--- src/rtl/media_watch_pkg.sv ---
package media_watch_pkg;
    typedef enum logic [1:0] {
        MW_OFF,
        MW_PRESENT,
        MW_ABSENT,
        MW_CHANGED
    } mw_state_e;

    localparam logic [7:0] ASC_NONE          = 8'h00;
    localparam logic [7:0] ASC_NO_MEDIUM     = 8'h3A;
    localparam logic [7:0] ASC_MEDIUM_CHANGE = 8'h28;
    localparam logic [7:0] ASCQ_ZERO         = 8'h00;
endpackage

--- src/rtl/media_sync.sv ---
module media_sync #(
    parameter int STAGES = 2
) (
    input  logic clk,
    input  logic rst_n,
    input  logic d,
    output logic q
);
    logic [STAGES-1:0] chain;

    generate
        for (genvar i = 0; i < STAGES; i++) begin : g_stage
            if (i == 0) begin : g_first
                always_ff @(posedge clk or negedge rst_n) begin
                    if (!rst_n) chain[0] <= 1'b0;
                    else        chain[0] <= d;
                end
            end else begin : g_next
                always_ff @(posedge clk or negedge rst_n) begin
                    if (!rst_n) chain[i] <= 1'b0;
                    else        chain[i] <= chain[i-1];
                end
            end
        end
    endgenerate

    assign q = chain[STAGES-1];
endmodule

--- src/rtl/media_debounce.sv ---
module media_debounce #(
    parameter int HOLD_CYCLES = 16
) (
    input  logic clk,
    input  logic rst_n,
    input  logic lvl,
    output logic flt
);
    localparam int CW = (HOLD_CYCLES > 1) ? $clog2(HOLD_CYCLES) : 1;
    localparam logic [CW-1:0] LIMIT = CW'(HOLD_CYCLES - 1);

    logic [CW-1:0] cnt;

    always_ff @(posedge clk or negedge rst_n) begin
        if (!rst_n) begin
            flt <= 1'b1;
            cnt <= '0;
        end else if (lvl == flt) begin
            cnt <= '0;
        end else if (cnt == LIMIT) begin
            flt <= lvl;
            cnt <= '0;
        end else begin
            cnt <= cnt + 1'b1;
        end
    end
endmodule

--- src/rtl/media_sense_fsm.sv ---
module media_sense_fsm
    import media_watch_pkg::*;
(
    input  logic       clk,
    input  logic       rst_n,
    input  logic       enable,
    input  logic       present_flt,
    input  logic       sense_taken,
    output logic       media_present,
    output logic       sense_valid,
    output logic [7:0] sense_asc,
    output logic [7:0] sense_ascq
);
    mw_state_e state, state_nx;

    always_comb begin
        state_nx = state;
        if (!enable) begin
            state_nx = MW_OFF;
        end else begin
            unique case (state)
                MW_OFF:     state_nx = present_flt ? MW_PRESENT : MW_ABSENT;
                MW_PRESENT: if (!present_flt) state_nx = MW_ABSENT;
                MW_ABSENT:  if (present_flt)  state_nx = MW_CHANGED;
                MW_CHANGED: begin
                    if (!present_flt)     state_nx = MW_ABSENT;
                    else if (sense_taken) state_nx = MW_PRESENT;
                end
                default:    state_nx = MW_OFF;
            endcase
        end
    end

    always_ff @(posedge clk or negedge rst_n) begin
        if (!rst_n) state <= MW_OFF;
        else        state <= state_nx;
    end

    always_comb begin
        media_present = 1'b1;
        sense_valid   = 1'b0;
        sense_asc     = ASC_NONE;
        sense_ascq    = ASCQ_ZERO;
        unique case (state)
            MW_OFF, MW_PRESENT: ;
            MW_ABSENT: begin
                media_present = 1'b0;
                sense_valid   = 1'b1;
                sense_asc     = ASC_NO_MEDIUM;
            end
            MW_CHANGED: begin
                sense_valid = 1'b1;
                sense_asc   = ASC_MEDIUM_CHANGE;
            end
            default: ;
        endcase
    end
endmodule

--- src/rtl/media_watch.sv ---
module media_watch #(
    parameter int SYNC_STAGES     = 2,
    parameter int DEBOUNCE_CYCLES = 16
) (
    input  logic       clk,
    input  logic       rst_n,
    input  logic       cfg_enable,
    input  logic       cfg_active_high,
    input  logic       pin_raw,
    input  logic       sense_taken,
    output logic       media_present,
    output logic       sense_valid,
    output logic [7:0] sense_asc,
    output logic [7:0] sense_ascq
);
    logic pin_sync;
    logic lvl_present;
    logic flt_present;

    media_sync #(.STAGES(SYNC_STAGES)) u_sync (
        .clk (clk),
        .rst_n (rst_n),
        .d (pin_raw),
        .q (pin_sync)
    );

    assign lvl_present = cfg_active_high ? pin_sync : ~pin_sync;

    media_debounce #(.HOLD_CYCLES(DEBOUNCE_CYCLES)) u_deb (
        .clk (clk),
        .rst_n (rst_n),
        .lvl (lvl_present),
        .flt (flt_present)
    );

    media_sense_fsm u_fsm (
        .clk           (clk),
        .rst_n         (rst_n),
        .enable        (cfg_enable),
        .present_flt   (flt_present),
        .sense_taken   (sense_taken),
        .media_present (media_present),
        .sense_valid   (sense_valid),
        .sense_asc     (sense_asc),
        .sense_ascq    (sense_ascq)
    );
endmodule

--- config.mk ---
export PLATFORM = sky130hd
export DESIGN_NAME = media_watch
export DESIGN_NICKNAME = d
export VERILOG_FILES = /design/src/rtl/media_watch_pkg.sv /design/src/rtl/media_sync.sv /design/src/rtl/media_debounce.sv /design/src/rtl/media_sense_fsm.sv /design/src/rtl/media_watch.sv
export SDC_FILE = /design/constraint.sdc
export NUM_CORES = 1
export LEC_CHECK = 0
export ABC_AREA = 1
export CORE_UTILIZATION = 48
export CTS_CLUSTER_SIZE = 20
export DETAILED_ROUTE_END_ITERATION = 7
export DONT_BUFFER_PORTS = 1
export PLACE_DENSITY = 0.63
export SYNTH_ARGS = -nofsm -noshare
export SYNTH_HDL_FRONTEND = slang
export SYNTH_SLANG_ARGS = --single-unit
--- constraint.sdc ---
create_clock -name clk -period 3.35 [get_ports clk]
set_input_delay 0.5025 -clock clk [delete_from_list [all_inputs] [get_ports clk]]
set_output_delay 0.5025 -clock clk [all_outputs]
set_load 0.03 [all_outputs]
==> flow_metrics.env <==
export IMPL_fmax_ghz=0.512
export IMPL_post_route_period_util=0.583
export IMPL_cts_clk_slew_worst_paths_ps=60
export IMPL_path_cells="inv_1 > ha_1 > or2_2"
export IMPL_reg2reg_setup_slack_ps=2020
export IMPL_start_util=0.544
export IMPL_dp_hpwl_um=603
export IMPL_cts_buffers=3
export IMPL_drv_slew=0
export IMPL_cts_hold_buffers=1
export IMPL_crit_type="register to output port"
export IMPL_clk_path_buf_depth=2
export IMPL_dr_pass1_iters=4
export IMPL_wl_per_cell_um=7.48
export IMPL_drv_cap=0
export IMPL_synth_xor_area_frac=0.0138
export IMPL_post_cts_buffers=0
export IMPL_ant_nets=0
export IMPL_rr_worst_depth=8
export IMPL_layoutNonFillerInstCount=95
export IMPL_endpoint_kind="output port"
export IMPL_yosys_area_share_simple=0.257
export IMPL_ir_drop_uv=395
export IMPL_totalWireLength_um=711
export IMPL_cts_tree="done"
export IMPL_synthTopCellsByArea="dfrtp_1 (31%), buf_4 (18%), nand2_1 (11%)"
export IMPL_fp_dieH_um=38.4
export IMPL_nets=93
export IMPL_fp_dieW_um=38.4
export IMPL_cp_slowest_stage_delay_ps=510
export IMPL_groute_usage_overall=0.134
export IMPL_placedCellCount=90
export IMPL_vias=395
export IMPL_synth_warnings=0
export IMPL_port_buffers=0
export IMPL_setup_viol=0
export IMPL_critPathMaxFanout=4
export IMPL_drive_gt1_frac=0.136
export IMPL_power_leakage_nw=0.343
export IMPL_hp_class="primary input to asynchronous set/reset pin"
export IMPL_crit_family="simple AND/OR/NAND/NOR gates"
export IMPL_rsz0062_at_grt="false"
export IMPL_period_needed_ps=1950
export IMPL_h_tree_depth=1
export IMPL_critPathSlowestCell="or2_2"
export IMPL_grt_pass1_wl_mm=1.34
export IMPL_start_kind="register"
export IMPL_r2r_start="u_fsm.state[0]"
export IMPL_synthAdderAreaFrac=0.0982
export IMPL_cts_sinks=9
export IMPL_synth_mux_area_fraction=0
export IMPL_yosysSeqAreaShare=0.356
export IMPL_grt_overflow_total=0
export IMPL_io_pins=24
export IMPL_fp_row_count=12
export IMPL_core_area_um2=1170
export IMPL_drt_iter0_markers=9
export IMPL_status="finished clean"
export IMPL_avgViaCountPerCell=4.16
export IMPL_syn_area_um2=637
export IMPL_grt_max_degree=9
export IMPL_path_depth=3
export IMPL_synth_compound_area_share=0.0275
export IMPL_power_density_nw_per_um2=729
export IMPL_ys_seq_elements=9
export IMPL_cts_resized=0
export IMPL_slew_headroom=0.611
export IMPL_final_hold_violation_count=0
export IMPL_syn_inst=80
export IMPL_worstPathArrival_ps=1450
export IMPL_fin_skew_ps=5.40
export IMPL_gp_congestion=0.816
export IMPL_area_delta_synth_final_pct=-2.75
export IMPL_die_area_um2=1480
export IMPL_yosysUniqueCellTypes=19
export IMPL_antenna_found_initial=0
export IMPL_clkLatencyLatePin_ps=250
export IMPL_tightest_slew_ps=584
export IMPL_path_buf_inv=1
export IMPL_yosys_area_top_type="dfrtp_1"
export IMPL_clock_root_buffer="clkbuf_4"
export IMPL_drc_errors=0
export IMPL_synth_top_family_by_area="simple AND/OR/NAND/NOR gates"
export IMPL_diodes=0
export IMPL_r2r_end="u_fsm.state[0]"
export IMPL_final_cell_mix="nand2_1 (18), conb_1 (12), inv_1 (10)"
export IMPL_final_common_cell="nand2_1"
export IMPL_first_global_vias=348
export IMPL_tns_ps=0
export IMPL_crit_required_ps=2850
export IMPL_synth_top_area_frac=0.314
export IMPL_avgSynthCellArea_um2=7.96
-- stage by stage --
step           setup slack [ps]  power [mW]  instance area (um^2)   util  hold WS (ps)
4_1_cts                    1380       0.457                   619  0.529          80.5
2_1_floorplan              1620       0.392                   678      -           207
3_5_place_dp               1660       0.374                   583  0.498           207
6_report                   1400       0.452                   619  0.529          89.0
3_3_place_gp               1690       0.375                   583  0.498           207
5_1_grt                    1300       0.495                   619  0.529          72.6
-- worst max path at each step --
stage | start | to
floorplan | u_fsm.state[0] | sense_asc[3]
global placement | u_fsm.state[0] | sense_asc[3]
detailed placement | u_fsm.state[0] | sense_asc[3]
finish | u_fsm.state[0] | sense_asc[3]
CTS | u_fsm.state[0] | sense_asc[3]
global route | u_fsm.state[0] | sense_asc[5]
-- synthesized netlist by cell type, drive strengths merged --
| master | count |
|---|---|
| nand4 | 1 |
| o21ai | 1 |
| nand3 | 4 |
| conb | 1 |
| ha | 5 |
| nand2 | 20 |
| o21bai | 1 |
| dfrtp | 8 |
| inv | 11 |
| a21oi | 1 |
| or2 | 1 |
| dfstp | 1 |
| buf | 15 |
| nor2 | 9 |
| xnor2 | 1 |
-- registers in the layout, summed over array words and instances (netlist names) --
register and count:
u_sync.chain 1, u_sync.q 1, u_fsm.state 2, u_deb.cnt 4, u_deb.flt 1
-- where the power goes --
| part | switching (mW) | internal (mW) |
|---|---|---|
| logic | 0.169 | 0.0557 |
| clock network | 0.0328 | 0.0456 |
| registers | 0.0194 | 0.129 |
-- per-layer routing --
metal,track usage,vias to the layer above,wire length (um)
li1,-,217,-
met2,0.186,14,321
met1,0.195,164,357
met5,0,-,0
met4,0.0517,0,0
met3,0.0407,0,32
-- cells by family after synthesis --
kind of cell,Yosys count
AO/OA/AOI/OAI,3
AND/OR/NAND/NOR,35
buffers and inverters,26
adder cells (fa/ha/maj),5
flip-flops,9
other,1
XOR/XNOR,1
-- area by class of cell --
| cell class | instances | area (um^2) |
|---|---|---|
| well taps | 14 | 17.5 |
| multi-input cells | 56 | 298 |
| clock buffers | 4 | 26.3 |
| repair buffers | 1 | 10.0 |
| fillers | 112 | 552 |
| inverters | 11 | 41.3 |
| flip-flops and latches | 9 | 226 |
Note: power is estimated with default switching activity, not from simulation.
